===== config.mk =====
export PLATFORM = sky130hd
export DESIGN_NAME = dual_key_reset
export DESIGN_NICKNAME = d
export VERILOG_FILES = /design/src/rtl/dual_key_reset.sv
export SDC_FILE = /design/constraint.sdc
export NUM_CORES = 1
export LEC_CHECK = 0
export ABC_CLOCK_PERIOD_IN_PS = 3200
export BUFFER_PORTS_ARGS = -buffer_cell sky130_fd_sc_hd__buf_2
export CORE_MARGIN = 2
export CORE_UTILIZATION = 55
export CTS_CLUSTER_DIAMETER = 150
export DETAILED_ROUTE_END_ITERATION = 10
export PLACE_DENSITY_LB_ADDON = 0.1
export SYNTH_ARGS = -nofsm -noshare
export SYNTH_HDL_FRONTEND = slang
export SYNTH_SLANG_ARGS = --single-unit

===== constraint.sdc =====
create_clock -name clk_i -period 3.2 [get_ports clk_i]
set_input_delay 0.64 -clock clk_i [delete_from_list [all_inputs] [get_ports clk_i]]
set_output_delay 0.64 -clock clk_i [all_outputs]
set_load 0.05 [all_outputs]

===== src/rtl/dual_key_reset.sv =====
module dual_key_reset #(
  parameter int CLK_HZ    = 50_000_000,
  parameter int IMM_US    = 1500,
  parameter int SETUP_CYC = 250_000_000,
  parameter int PULSE_CYC = 14_000_000
) (
  input  logic clk_i,
  input  logic rst_i,
  input  logic key_a_n_i,
  input  logic key_b_n_i,
  output logic imm_n_o,
  output logic rst_n_o
);

  localparam longint IMM_L   = (longint'(CLK_HZ) * longint'(IMM_US)) / 64'd1000000;
  localparam int     IMM_CYC = (IMM_L < 1) ? 1 : int'(IMM_L);
  localparam int     IW      = $clog2(IMM_CYC + 1);
  localparam int     CMAX    = (SETUP_CYC > PULSE_CYC) ? SETUP_CYC : PULSE_CYC;
  localparam int     CW      = $clog2(CMAX + 1);
  localparam logic [IW-1:0] IMM_LIM   = IW'(IMM_CYC);
  localparam logic [CW-1:0] SETUP_END = CW'(SETUP_CYC - 1);
  localparam logic [CW-1:0] PULSE_END = CW'(PULSE_CYC - 1);

  typedef enum logic [1:0] {S_ARM, S_PULSE, S_HELD} state_t;

  state_t        state;
  logic [IW-1:0] icnt;
  logic [CW-1:0] scnt;
  logic          both;

  assign both = !key_a_n_i && !key_b_n_i;

  always_ff @(posedge clk_i) begin
    if (rst_i || !both) icnt <= '0;
    else if (icnt != IMM_LIM) icnt <= icnt + 1'b1;
  end

  assign imm_n_o = !(both && icnt == IMM_LIM);

  always_ff @(posedge clk_i) begin
    if (rst_i) begin
      state <= S_ARM;
      scnt  <= '0;
    end else begin
      case (state)
        S_ARM: begin
          if (!both) scnt <= '0;
          else if (scnt == SETUP_END) begin
            state <= S_PULSE;
            scnt  <= '0;
          end else scnt <= scnt + 1'b1;
        end
        S_PULSE: begin
          if (scnt == PULSE_END) begin
            state <= both ? S_HELD : S_ARM;
            scnt  <= '0;
          end else scnt <= scnt + 1'b1;
        end
        S_HELD: begin
          scnt <= '0;
          if (!both) state <= S_ARM;
        end
        default: begin
          state <= S_ARM;
          scnt  <= '0;
        end
      endcase
    end
  end

  assign rst_n_o = (state != S_PULSE);

  AST_IMM_NEEDS_HOLD: assert property (@(posedge clk_i) disable iff (rst_i)
    !imm_n_o |-> $past(!key_a_n_i && !key_b_n_i));
  AST_PULSE_NEEDS_HOLD: assert property (@(posedge clk_i) disable iff (rst_i)
    $fell(rst_n_o) |-> $past(both));
  AST_PULSE_RUNS_ON: assert property (@(posedge clk_i) disable iff (rst_i)
    (state == S_PULSE && scnt != PULSE_END) |=> !rst_n_o);
  AST_NO_REPULSE: assert property (@(posedge clk_i) disable iff (rst_i)
    $rose(rst_n_o) |=> rst_n_o);
  AST_RESET_IDLE: assert property (@(posedge clk_i)
    rst_i |=> (rst_n_o && imm_n_o));

endmodule


==> reports/results.tsv <==
metric	value	unit
Pleak	0.0006618	µW
unrepaired setup endpoints after global routing	false	
Die Area	0.004504	mm²
num rows	22	
Worst Hold Class	reg -> reg	
Total GRT Usage	19.58	%
Met2 Wirelength	1.828	mm
Max-Cap Viols	0	
Worst R2R Start	scnt[0]	
post-CTS resize count	0	
relative slew slack	56.55	%
Post-Route WL	3.799	mm
max-slew violations	0	
fin crit share	77.38	%
Placed Instance Area	0.002241	mm²
Post-Layout Cell Count	309	
power per standard cell area	422.7	mW/mm²
Post-synth EDFFs	0	
Worst Path Max Fanout	4	
fraction of registers with async set/reset	0	%
DR iter-0 viols	78	
cells after synthesis	253	
ys flop type	dfxtp_1	
Inserted Clock Buffers	5	
maximum VDD drop	0.3132	mV
Yosys cell types	35	
Crit path largest cell delay	0.43	ns
largest net degree at the start of global routing	29	
TNS Setup	0	ns
top layer in use	met4	
Longest Clk Path Bufs	2	
Seq cells post-synth	47	
Hold-fix buffers, CTS	0	
Crit path required time	2.56	ns
vias in the first global route	1610	
Seq/Total Area, Yosys	42.95	%
worst setup path startpoint	icnt[13]	
1st-pass router iterations	4	
clock skew	0.006593	ns
Mapped Avg Cell Area	8.659	µm²
Slowest cell on crit path	nor3_1	
worst hold path depth	1	
Die Height	67.12	µm
syn nets	260	
clock root cell	clkbuf_8	
post-CTS setup buffers	0	
Synth Warn #	0	
DR WL met3	122	µm
Crit Reg-Reg Endpoint	scnt[26]	
initial antenna violation count	0	
CTS tree	built	
area delta synth->final	6.853	%
H-tree level count	2	
synth top area cells	dfxtp_1 (43%), xnor2_1 (8.0%), nor2_1 (7.5%)	
port bufs	5	
Layout Nets	267	
Clock Pin Slew Worst Setup and Hold Paths	0.08	ns
WP data arrival	1.84	ns
critical path class	reg -> out	
worst r2r path cells	7	
WL met1	1.789	mm
CP startpoint kind	flop	
ANT nets after route	0	
post-DR wirelength/cell	12.29	µm
width of the die	67.12	µm
Post-Syn Area	0.002191	mm²
Setup crit end	imm_n_o	
antenna cells	0	
share of cells above drive strength 1	9.195	%
Initial Util	58.52	%
first-pass GRT wire length	6.755	mm
worst-path cell chain	nor4bb_1 -> nand4_1 -> nor3_1 -> nand2_1 -> buf_2	
RePlAce Congestion	0.7620	
Critical Path Stages	5	
DRC	0	
IO Count	6	
most common library cell in the layout ignoring fill and taps	dfxtp_1	
status	completed	
Skew-Pair Late Insertion Delay	0.29	ns
number of failing hold endpoints at the final stage	0	
Yosys top cell by area	dfxtp_1	
via count	1692	
Core Footprint	0.003744	mm²
post-DP HPWL	2.686	mm
fmax	403.9	MHz
Worst Tran Pin Value	0.6468	ns
clk sinks	47	
Final Hold Slack	0.4746	ns
Buf/Inv on CP	1	
final setup fails	0	
Placed Cells incl. Taps	301	
CP delay by family, top	simple AND/OR/NAND/NOR gates	
Tot Pwr	989.4	µW
post-route cell area	0.002341	mm²
fin crit period	2.476	ns
most frequent cells in the layout	dfxtp_1 (47), nor2_1 (44), xnor2_1 (20)	
via density per instance	5.476	
top cell type's share of synthesized area	42.95	%
Critical Path End Type	primary output	
filler instances	344	
total global routing overflow	0	
R2R Setup Slk	0.88	ns
sequential cells by signal, indices dropped and copies added, names as in the netlist:
name and flops:
scnt 28, icnt 17, state 2
Yosys cell counts, types with 5 or more instances:
cell,n
and4_1,5
nand4_1,8
nor2_2,7
inv_1,9
or3_1,6
a21oi_1,6
dfxtp_1,47
xor2_1,17
nand2_1,15
nand3_1,18
nor3_1,12
xnor2_1,20
nor2_1,44
power by group:
| group | switching, µW | leakage, µW | internal [µW] |
|---|---|---|---|
| Sequential | 1.21 | 0.000379 | 585 |
| Clock | 188 | 0.0000515 | 197 |
| Combinational | 11.7 | 0.000232 | 5.41 |
| Total | 201 | 0.000662 | 788 |
cell type report:
| class | instances | area, µm² | area share (%) |
|---|---|---|---|
| clock buffer | 8 | 100.1 | 4.276 |
| inverter | 9 | 33.78 | 1.443 |
| sequential | 47 | 940.9 | 40.19 |
| multi-input combinational | 191 | 1174 | 50.13 |
| tap | 48 | 60.06 | 2.565 |
| timing repair buffer | 6 | 32.53 | 1.390 |
logic make-up (layout without fill, tap and decap cells):
| family | Yosys count | count (layout) | synth area share, % |
|---|---|---|---|
| flops | 47 | 47 | 42.95 |
| compound gates | 14 | 14 | 4.284 |
| xor+xnor | 37 | 37 | 14.79 |
| mux | 1 | 1 | 0.4569 |
| fa+ha+maj | 3 | 3 | 1.713 |
| simple gates | 136 | 136 | 32.32 |
| buf+inv | 15 | 23 | 3.483 |
stage by stage:
stage / utilization, % / setup WS, ns
6_report: 62.53 / 0.7239
3_5_place_dp: 59.86 / 0.8945
5_1_grt: 62.53 / 0.5016
4_1_cts: 62.53 / 0.6808
3_3_place_gp: 59.86 / 0.9220
2_1_floorplan: - / 1.076
worst reg2reg max path, cell delays in order, from the launching register on:
cell	delay, ns
dfxtp_1	0.40
ha_1	0.25
and4_1	0.25
nand4_1	0.20
o41a_1	0.53
o21ai_4	0.15
buf_4	0.32
nor2_1	0.11
metal layers:
layer,GRT usage [%],vias up
met5,0,-
li1,-,882
met3,4.223,6
met4,7.143,0
met1,23.20,784
met2,34.53,20
worst min-delay path by stage:
stage / slack (ns) / startpoint / endpoint
finish: 0.47 / scnt[0] / scnt[0]
global route: 0.52 / icnt[6] / icnt[6]
CTS: 0.48 / scnt[0] / scnt[0]
detailed placement: 0.46 / scnt[0] / scnt[0]
global placement: 0.46 / scnt[0] / scnt[0]
floorplan: 0.44 / scnt[0] / scnt[0]
(Power assumes the default switching activity.)
